--- src/rtl/eth_filt_pkg.sv ---
package eth_filt_pkg;
  localparam int ADDR_SLOTS = 4;
  localparam int TYPE_SLOTS = 4;
  localparam int HDR_LEN    = 14;
  localparam int DA_LEN     = 6;
  localparam int TYPE_POS   = 12;
  localparam int REG_AW     = 4;
  localparam int DW         = 32;

  typedef enum logic [1:0] {
    GRP_ADDR_LO = 2'd0,
    GRP_ADDR_HI = 2'd1,
    GRP_TYPE    = 2'd2,
    GRP_NONE    = 2'd3
  } reg_grp_e;

  typedef struct packed {
    logic        armed;
    logic [15:0] hi;
    logic [31:0] lo;
  } addr_slot_t;

  typedef struct packed {
    logic        en;
    logic [15:0] id;
  } type_slot_t;
endpackage

--- src/rtl/eth_filt_cfg.sv ---
module eth_filt_cfg
  import eth_filt_pkg::*;
#(
  parameter int NA = ADDR_SLOTS,
  parameter int NT = TYPE_SLOTS
) (
  input  logic                     clk,
  input  logic                     rst_n,
  input  logic                     wr_en,
  input  logic [REG_AW-1:0]        wr_addr,
  input  logic [DW-1:0]            wr_data,
  input  logic                     snap,
  output addr_slot_t [NA-1:0]      frm_addr,
  output type_slot_t [NT-1:0]      frm_type,
  output logic [NA-1:0]            live_armed
);
  localparam int IDXW = 2;

  reg_grp_e        grp;
  logic [IDXW-1:0] idx;
  addr_slot_t      live_a [NA];
  type_slot_t      live_t [NT];

  assign grp = reg_grp_e'(wr_addr[REG_AW-1 -: 2]);
  assign idx = wr_addr[IDXW-1:0];

  always_ff @(posedge clk or negedge rst_n) begin
    if (!rst_n) begin
      for (int i = 0; i < NA; i++) live_a[i] <= '0;
      for (int j = 0; j < NT; j++) live_t[j] <= '0;
    end else if (wr_en) begin
      for (int i = 0; i < NA; i++) begin
        if (idx == IDXW'(i) && grp == GRP_ADDR_LO) begin
          live_a[i].lo    <= wr_data;
          live_a[i].armed <= 1'b0;
        end else if (idx == IDXW'(i) && grp == GRP_ADDR_HI) begin
          live_a[i].hi    <= wr_data[15:0];
          live_a[i].armed <= 1'b1;
        end
      end
      for (int j = 0; j < NT; j++) begin
        if (idx == IDXW'(j) && grp == GRP_TYPE) begin
          live_t[j].en <= wr_data[DW-1];
          live_t[j].id <= wr_data[15:0];
        end
      end
    end
  end

  // Per-frame copy taken when a frame opens.
  always_ff @(posedge clk or negedge rst_n) begin
    if (!rst_n) begin
      frm_addr <= '0;
      frm_type <= '0;
    end else if (snap) begin
      for (int i = 0; i < NA; i++) frm_addr[i] <= live_a[i];
      for (int j = 0; j < NT; j++) frm_type[j] <= live_t[j];
    end
  end

  for (genvar g = 0; g < NA; g++) begin : g_arm
    assign live_armed[g] = live_a[g].armed;
  end
endmodule

--- src/rtl/eth_filt_hdr.sv ---
module eth_filt_hdr
  import eth_filt_pkg::*;
#(
  parameter int HLEN = HDR_LEN,
  parameter int DLEN = DA_LEN,
  parameter int TPOS = TYPE_POS
) (
  input  logic                clk,
  input  logic                rst_n,
  input  logic                in_valid,
  input  logic                in_sof,
  input  logic [7:0]          in_data,
  output logic [8*DLEN-1:0]   da,
  output logic [7:0]          type_hi,
  output logic                last_byte,
  output logic                sof_take
);
  localparam int CW = $clog2(HLEN + 1);

  logic [CW-1:0] cnt;
  logic [CW-1:0] pos;
  logic          take;

  assign pos       = in_sof ? '0 : cnt;
  assign take      = in_valid && (in_sof || cnt < CW'(HLEN));
  assign last_byte = take && (pos == CW'(HLEN - 1));
  assign sof_take  = in_valid && in_sof;

  // cnt == HLEN means idle: no frame open or header complete.
  always_ff @(posedge clk or negedge rst_n) begin
    if (!rst_n)    cnt <= CW'(HLEN);
    else if (take) cnt <= pos + 1'b1;
  end

  for (genvar k = 0; k < DLEN; k++) begin : g_oct
    always_ff @(posedge clk or negedge rst_n) begin
      if (!rst_n)                           da[8*k +: 8] <= '0;
      else if (take && pos == CW'(k))       da[8*k +: 8] <= in_data;
    end
  end

  always_ff @(posedge clk or negedge rst_n) begin
    if (!rst_n)                              type_hi <= '0;
    else if (take && pos == CW'(TPOS))       type_hi <= in_data;
  end
endmodule

--- src/rtl/eth_filt_match.sv ---
module eth_filt_match
  import eth_filt_pkg::*;
#(
  parameter int NA = ADDR_SLOTS,
  parameter int NT = TYPE_SLOTS,
  parameter int IW = (NT > 1) ? $clog2(NT) : 1
) (
  input  addr_slot_t [NA-1:0] frm_addr,
  input  type_slot_t [NT-1:0] frm_type,
  input  logic [47:0]         da,
  input  logic [15:0]         ftype,
  output logic [NA-1:0]       a_hit,
  output logic                t_hit,
  output logic [IW-1:0]       t_idx,
  output logic                is_mc,
  output logic                is_bc
);
  logic [NT-1:0] t_vec;

  for (genvar i = 0; i < NA; i++) begin : g_a
    assign a_hit[i] = frm_addr[i].armed && (da == {frm_addr[i].hi, frm_addr[i].lo});
  end

  for (genvar j = 0; j < NT; j++) begin : g_t
    assign t_vec[j] = frm_type[j].en && (frm_type[j].id == ftype);
  end

  // Scan high to low so the lowest matching slot is written last.
  always_comb begin
    t_idx = '0;
    for (int j = NT - 1; j >= 0; j--) begin
      if (t_vec[j]) t_idx = IW'(j);
    end
  end

  assign t_hit = |t_vec;
  assign is_mc = da[0];
  assign is_bc = &da;
endmodule

--- src/rtl/eth_rx_addr_filter.sv ---
module eth_rx_addr_filter
  import eth_filt_pkg::*;
#(
  parameter int NA = ADDR_SLOTS,
  parameter int NT = TYPE_SLOTS,
  parameter int IW = (NT > 1) ? $clog2(NT) : 1
) (
  input  logic              clk,
  input  logic              rst_n,
  input  logic              rx_valid,
  output logic              rx_ready,
  input  logic              rx_sof,
  input  logic [7:0]        rx_data,
  input  logic              reg_we,
  input  logic [REG_AW-1:0] reg_addr,
  input  logic [DW-1:0]     reg_wdata,
  output logic              res_valid,
  output logic              accept,
  output logic [NA-1:0]     addr_hit,
  output logic              type_hit,
  output logic [IW-1:0]     type_idx,
  output logic              mcast,
  output logic              bcast
);
  addr_slot_t [NA-1:0] frm_addr;
  type_slot_t [NT-1:0] frm_type;
  logic [NA-1:0]       live_armed;
  logic [47:0]         da;
  logic [7:0]          type_hi;
  logic                last_byte;
  logic                sof_take;
  logic [NA-1:0]       m_ahit;
  logic                m_thit;
  logic [IW-1:0]       m_tidx;
  logic                m_mc;
  logic                m_bc;

  assign rx_ready = 1'b1;

  eth_filt_cfg #(.NA(NA), .NT(NT)) u_cfg (
    .clk(clk), .rst_n(rst_n),
    .wr_en(reg_we), .wr_addr(reg_addr), .wr_data(reg_wdata),
    .snap(sof_take),
    .frm_addr(frm_addr), .frm_type(frm_type), .live_armed(live_armed)
  );

  eth_filt_hdr #(.HLEN(HDR_LEN), .DLEN(DA_LEN), .TPOS(TYPE_POS)) u_hdr (
    .clk(clk), .rst_n(rst_n),
    .in_valid(rx_valid), .in_sof(rx_sof), .in_data(rx_data),
    .da(da), .type_hi(type_hi), .last_byte(last_byte), .sof_take(sof_take)
  );

  // The last header byte is the low type octet; use it straight from the stream.
  eth_filt_match #(.NA(NA), .NT(NT), .IW(IW)) u_match (
    .frm_addr(frm_addr), .frm_type(frm_type),
    .da(da), .ftype({type_hi, rx_data}),
    .a_hit(m_ahit), .t_hit(m_thit), .t_idx(m_tidx), .is_mc(m_mc), .is_bc(m_bc)
  );

  always_ff @(posedge clk or negedge rst_n) begin
    if (!rst_n) begin
      res_valid <= 1'b0;
      accept    <= 1'b0;
      addr_hit  <= '0;
      type_hit  <= 1'b0;
      type_idx  <= '0;
      mcast     <= 1'b0;
      bcast     <= 1'b0;
    end else if (sof_take) begin
      res_valid <= 1'b0;
      accept    <= 1'b0;
      addr_hit  <= '0;
      type_hit  <= 1'b0;
      type_idx  <= '0;
      mcast     <= 1'b0;
      bcast     <= 1'b0;
    end else if (last_byte) begin
      res_valid <= 1'b1;
      accept    <= (|m_ahit) | m_thit;
      addr_hit  <= m_ahit;
      type_hit  <= m_thit;
      type_idx  <= m_tidx;
      mcast     <= m_mc;
      bcast     <= m_bc;
    end else begin
      res_valid <= 1'b0;
    end
  end
endmodule

--- config.mk ---
export PLATFORM = sky130hd
export DESIGN_NAME = eth_rx_addr_filter
export DESIGN_NICKNAME = d
export VERILOG_FILES = /design/src/rtl/eth_filt_pkg.sv /design/src/rtl/eth_filt_cfg.sv /design/src/rtl/eth_filt_hdr.sv /design/src/rtl/eth_filt_match.sv /design/src/rtl/eth_rx_addr_filter.sv
export SDC_FILE = /design/constraint.sdc
export NUM_CORES = 1
export LEC_CHECK = 0
export BUFFER_PORTS_ARGS = -buffer_cell sky130_fd_sc_hd__buf_2
export CORE_MARGIN = 2
export CORE_UTILIZATION = 38
export DETAILED_ROUTE_END_ITERATION = 8
export SYNTH_ARGS = -nofsm -noshare
export SYNTH_HDL_FRONTEND = slang
export SYNTH_SLANG_ARGS = --single-unit
--- constraint.sdc ---
create_clock -name clk -period 2.55 [get_ports clk]
set_input_delay 0.51 -clock clk [delete_from_list [all_inputs] [get_ports clk]]
set_output_delay 0.51 -clock clk [all_outputs]
set_load 0.005 [all_outputs]
== After elaboration in Yosys (flattened, before gate mapping) ==
Index checks and enable logic that the tools add are counted.
Cells by class
  bitwise operators: 5
  $add $sub $neg: 1
  divide/modulo/power cells: 0
  equal/unequal tests: 20
  shift operators: 0
  order comparisons: 1
  multiplexer cells: 27
  reductions and logical operators: 58
  multiply operators: 0
Operator list (number)
  == test 48 bit: 4
  two-way mux 17 bit: 4
  == test 16 bit: 4
  AND reduction 48 bit: 1
  logical AND 1 bit: 30
  AND reduction 2 bit: 12
  two-way mux 1 bit: 14
  two-way mux 2 bit: 6
  two-way mux 4 bit: 3
  AND reduction 3 bit: 4
  nonzero test 2 bit: 5
  == test 4 x 2 -> 1 bit (second input constant): 2
  == test 4 x 3 -> 1 bit (second input constant): 2
  == test 4 bit (second input constant): 2
  OR reduction 4 bit: 2
  == test 2 bit (second input constant): 3
  adder 4 x 1 -> 4 bit (second input constant): 1
  == test 2 x 1 -> 1 bit (second input constant): 2
  == test 4 x 1 -> 1 bit (second input constant): 1
  logical NOT 2 bit: 2
  logical NOT 4 bit: 1
  < comparator 4 bit (second input constant): 1
  inverter 1 bit: 4
  logical OR 1 bit: 1
  OR 1 bit: 1
Storage, ports and cells
  flip-flop bits (word level): 599
  output and inout bits: 12
  input bits: 49
  latch bits: 0
  memory bits (writable): 0
  memory bits (read-only): 0
  word-level logic and storage cells: 167
  memories kept: 0

== Logic depth before layout (Yosys ltp) ==
  depth after elaboration: 8
  depth in mapped cells: 10
  gate-level depth less buffers: 9

== By module ==
A second synthesis with hierarchy kept.
Second synthesis, totals
  cell total of the unflattened synthesis: 1773
  area, all modules: 25675.9 sq um
Modules (own cells, without submodules)
  eth_filt_cfg: area an instance 19618.8 sq um, instances 1, cells an instance 1149
  eth_filt_match: area an instance 3189.3 sq um, instances 1, cells an instance 434
  eth_filt_hdr: area an instance 2412.3 sq um, instances 1, cells an instance 152
  eth_rx_addr_filter: area an instance 455.4 sq um, instances 1, cells an instance 38

== Least setup slack after synthesis ==
Ideal clock, no wire load.
  kind: input-to-reg
  start: in rx_data[6]
  end: reg type_idx[1]
  path buffers: 1
  setup time: 120 ps
  required time: 2430 ps
  stages: 8
  arrival: 1812 ps
  slack: 619 ps
  cell sequence: buf_2 xor2_1 nor4_1 nand2_1 nor4_1 a31o_2 nor3b_1 a31o_1
On the way
  cells in the longest elaborated chain, start to end: 8
  elaborated cells on any way between the ends: 14
RTL lines
  from (decl): line eth_rx_addr_filter.sv:13  | input logic [7:0] rx_data,
  == test 16 bit: line eth_filt_match.sv:25  | assign t_vec[j] = frm_type[j].en && (frm_type[j].id == ftype);
  logical AND 1 bit: line eth_filt_match.sv:25
  two-way mux 2 bit (3 in series): line eth_filt_match.sv:32  | if (t_vec[j]) t_idx = IW'(j);
  two-way mux 2 bit *: line eth_filt_match.sv:32
  two-way mux 2 bit *: line eth_rx_addr_filter.sv:77  | end else if (last_byte) begin
  two-way mux 2 bit *: line eth_rx_addr_filter.sv:69  | end else if (sof_take) begin
  to (signal assigned): line eth_rx_addr_filter.sv:82  | type_idx <= m_tidx;
  to (decl): line eth_rx_addr_filter.sv:21  | output logic [IW-1:0] type_idx,
Mark *: on every way between the ends. The rest lies on a longest branch, timed or not. The select of a mux whose other input is x is not followed.
A chain may end at the register's enable or synchronous reset.

== Worst setup path after layout ==
  start: reg u_hdr.type_hi[7]
  end: reg type_idx[1]
On the way
  cells in the longest elaborated chain, start to end: 8
  elaborated cells on any way between the ends: 14
RTL lines
  from (decl): line eth_filt_hdr.sv:14  | output logic [7:0] type_hi,
  from (signal assigned): line eth_filt_hdr.sv:44  | else if (take && pos == CW'(TPOS)) type_hi <= in_data;
  == test 16 bit: line eth_filt_match.sv:25
  logical AND 1 bit: line eth_filt_match.sv:25
  two-way mux 2 bit (3 in series): line eth_filt_match.sv:32
  two-way mux 2 bit *: line eth_filt_match.sv:32
  two-way mux 2 bit *: line eth_rx_addr_filter.sv:77
  two-way mux 2 bit *: line eth_rx_addr_filter.sv:69
Marks and branches as above.

==> metrics <==
Tightest Pin Transition=0.823 ns; crit end category=register; Setup CP Type=reg -> reg; Clock Path Buffers=3; via count=14,700; core area=roughly 67,000 sq um; CTS Sinks=599; die height=264 um; met1 wire length=33.2 mm; FFs w/ async S/R, synth=between 90% and 100%; Clock transition at path regs=0.06 ns; fmax=413 MHz; nets@finish=~1,900; via count of the first global-routing pass=15,500; wire length on met2=33.1 mm; met3 WL=3.33 mm; Clk Latency, worst-skew pair=0.64 ns; Fin. Hold Viols=0; cell mode on critical path=nor4_1; dpl ws=-0.139 ns; DRT iter0 DRCs=936; Synthesis Warnings=0; register area share after synthesis=58.6%; Initial Util=roughly two fifths; cell taking the most area after synthesis=dfrtp_1; H-Tree Depth=2; top sig layer=met4; power density cells=slightly above 1000 nW/um^2; placed cell areas=~27,000 sq um; CTS Buf Count=61; GRT Util Overall=20.9%; synth unique cells=46; Routed WL=roughly 70 mm; Area contributors post-synth=dfrtp_1 58%, mux2_2 25%, xnor2_1 5.8%; pin count of the biggest net entering global routing=79; cell area after layout=29,300 sq um; min Tclk post-route=2.42 ns; CP Data Arrival Time=2.99 ns; cell area after synthesis=25,600 sq um; crit path launch type=register; top cell type's share of synthesized area=58.3%; worst setup margin=roughly 0.13 ns; Post-Synth XOR/XNOR Area=~8.5%; Critical Path RT=3.12 ns; CTS tree=done; final worst-path cycle share=94.9%; Pre-antenna DRT Iters=5; drt via density=5.30; Synth Area in Simple Gates=3.81%; Max stage delay cell, worst path=dfrtp_1; maximum VDD drop=0.595 mV; CP max stage delay=0.47 ns; WHS=between 0.1 and 0.15 ns; hold crit path type=in -> reg; final cell utilization of the core=around 44%; Max-slew headroom=44.6%; portion of netlist area occupied by mux cells=25.4%; Post-synth EDFFs=0; Critical Path, Cell by Cell=xor2_1 > nor4_1 > nand4_1 > nor4_1 > or2_1 > nor3b_1 > a31o_1; initial antenna violation count=3; PortBufs=59; top_reg_cell synth=dfrtp_1; Compound-Gate Fraction of Synth Area=0.875%; GR Overflow Total=0; Die W=264 um; Clock Skews=0.0330 ns; RSZ-0062 raised after global routing=false; Critical Path Fanout Max=5; P&R area growth vs syn=14.5%; adder-cell share of the synthesized area=0.195%; Placer Congestion=0.919; outcome=finished, final reports clean; Pleak=between 0.01 and 0.015 uW; drt drc=0; synthesized area per cell=about 14 sq um; DP HPWL=49.0 mm; Max Cap Viol=0; die area=69,500 sq um; Site Rows=95; synthesis-stage register bit count=~600; dominant combinational cell family by area after synthesis=multiplexers; I/O pins=61; Final Total Pwr=30,400 uW; first-pass GRT wire length=about 110 mm; syn nets=approximately 1,800; Slew Limit Fails=0; DR WL/cell=25.8 um; final setup vio count=0; Root Buffer=clkbuf_16; proportion of layout cells with a drive suffix above 1=43.4%; final antenna-violating net count=0; Mapped Cells=1,790
## what timing repair did
action	in CTS	in global routing
hold buffers	1	0
resized for setup	1	1
endpoints found under the setup margin	1	1
buffers inserted	0	0
hold endpoints to repair	41	0
## per-layer routing
metal  GRT usage, %  up-vias
li1               -     6357
met1           29.4     7901
met2           33.2      345
met3           3.40      129
met4           6.16        0
met5          0.277        -
## critical path, delay by kind of cell, from the launching register on
kind	cells	cell delay (ns)
xor gates and xnor gates	1	0.22
and+or+nand+nor	5	1.56
DFF	1	0.47
AOI/OAI and AO/OA	1	0.12
## cell families after synthesis
kind of cell | count (synthesis)
buf+inv | 152
mux | 578
flops | 599
other cells | 1
fa+ha+maj | 4
xor+xnor | 249
compound gates | 35
simple gates | 172
## sequential cells by signal, summed over array words and instances (netlist names), 4 cells and up
name and cells:
u_hdr.cnt 4, addr_hit 4, u_hdr.type_hi 8, u_cfg.live_armed 4, u_hdr.da 48, u_cfg.frm_type 68
u_cfg.live_t 68, u_cfg.frm_addr 196, u_cfg.live_a 192
## cell usage after synthesis, types with 5 or more instances
| cell type | number |
|---|---|
| nand3_1 | 23 |
| o21ai_0 | 10 |
| xnor2_1 | 170 |
| dfrtp_1 | 596 |
| xor2_1 | 79 |
| nand2_1 | 25 |
| nand4_1 | 53 |
| nor2_1 | 11 |
| nor4_1 | 30 |
| a21oi_1 | 6 |
| buf_2 | 43 |
| nor3_1 | 5 |
| mux2_2 | 561 |
| inv_1 | 12 |
| mux2_1 | 17 |
| nand2b_1 | 6 |
| clkbuf_1 | 86 |
## power by group
group	internal (uW)	leakage (uW)	switching, uW	total (uW)
Combinational	3720	0.00440	2990	6710
Clock	5420	0.00103	3820	9240
Sequential	12100	0.00739	2340	14400
## through the flow
step | instances | TNS, ns
global route | 2780 | 0
floorplan | 1790 | 0
finish | 2781 | 0
detailed placement | 2666 | -0.170
global placement | 2666 | -0.0803
CTS | 2780 | 0
## placed cells by master, fill, tap and decap left out, types with 6 or more instances in the layout
cell,count
dfrtp_1,596
mux2_2,561
xnor2_1,170
xor2_1,79
buf_4,70
clkbuf_16,61
buf_2,58
nand4_1,53
nor4_1,28
nand2_1,23
nand3_1,23
mux2_1,17
clkinv_2,14
clkbuf_8,14
clkbuf_1,14
buf_12,14
inv_1,12
o21ai_0,10
nor2_2,8
a21oi_1,6
bufinv_16,6
## area by class of cell
cell class	count	area, sq um
flip-flops and latches	599	15000
fillers	6005	37600
multi-input cells	1039	9990
diodes	1	2.50
repair buffers	144	1120
clock inverters	24	305
clock buffers	89	1770
well taps	873	1090
inverters	12	45.0
## worst paths after layout
path | slack, ns | depth (start not counted) | end | from
hold reg to reg | 0.48 | 1 | u_cfg.live_armed[2] | u_cfg.live_armed[2]
hold / removal | 0.11 | 2 | u_hdr.cnt[3] | rx_sof
setup / recovery | 0.13 | 7 | type_idx[1] | u_hdr.type_hi[7]
setup reg to reg | 0.13 | 7 | type_idx[1] | u_hdr.type_hi[7]
min in group asynchronous | 0.45 | 2 | u_cfg.live_a[25] | rst_n
max in group asynchronous | 1.21 | 3 | u_cfg.frm_type[25] | rst_n
Note: power is estimated with default switching activity, not from simulation.
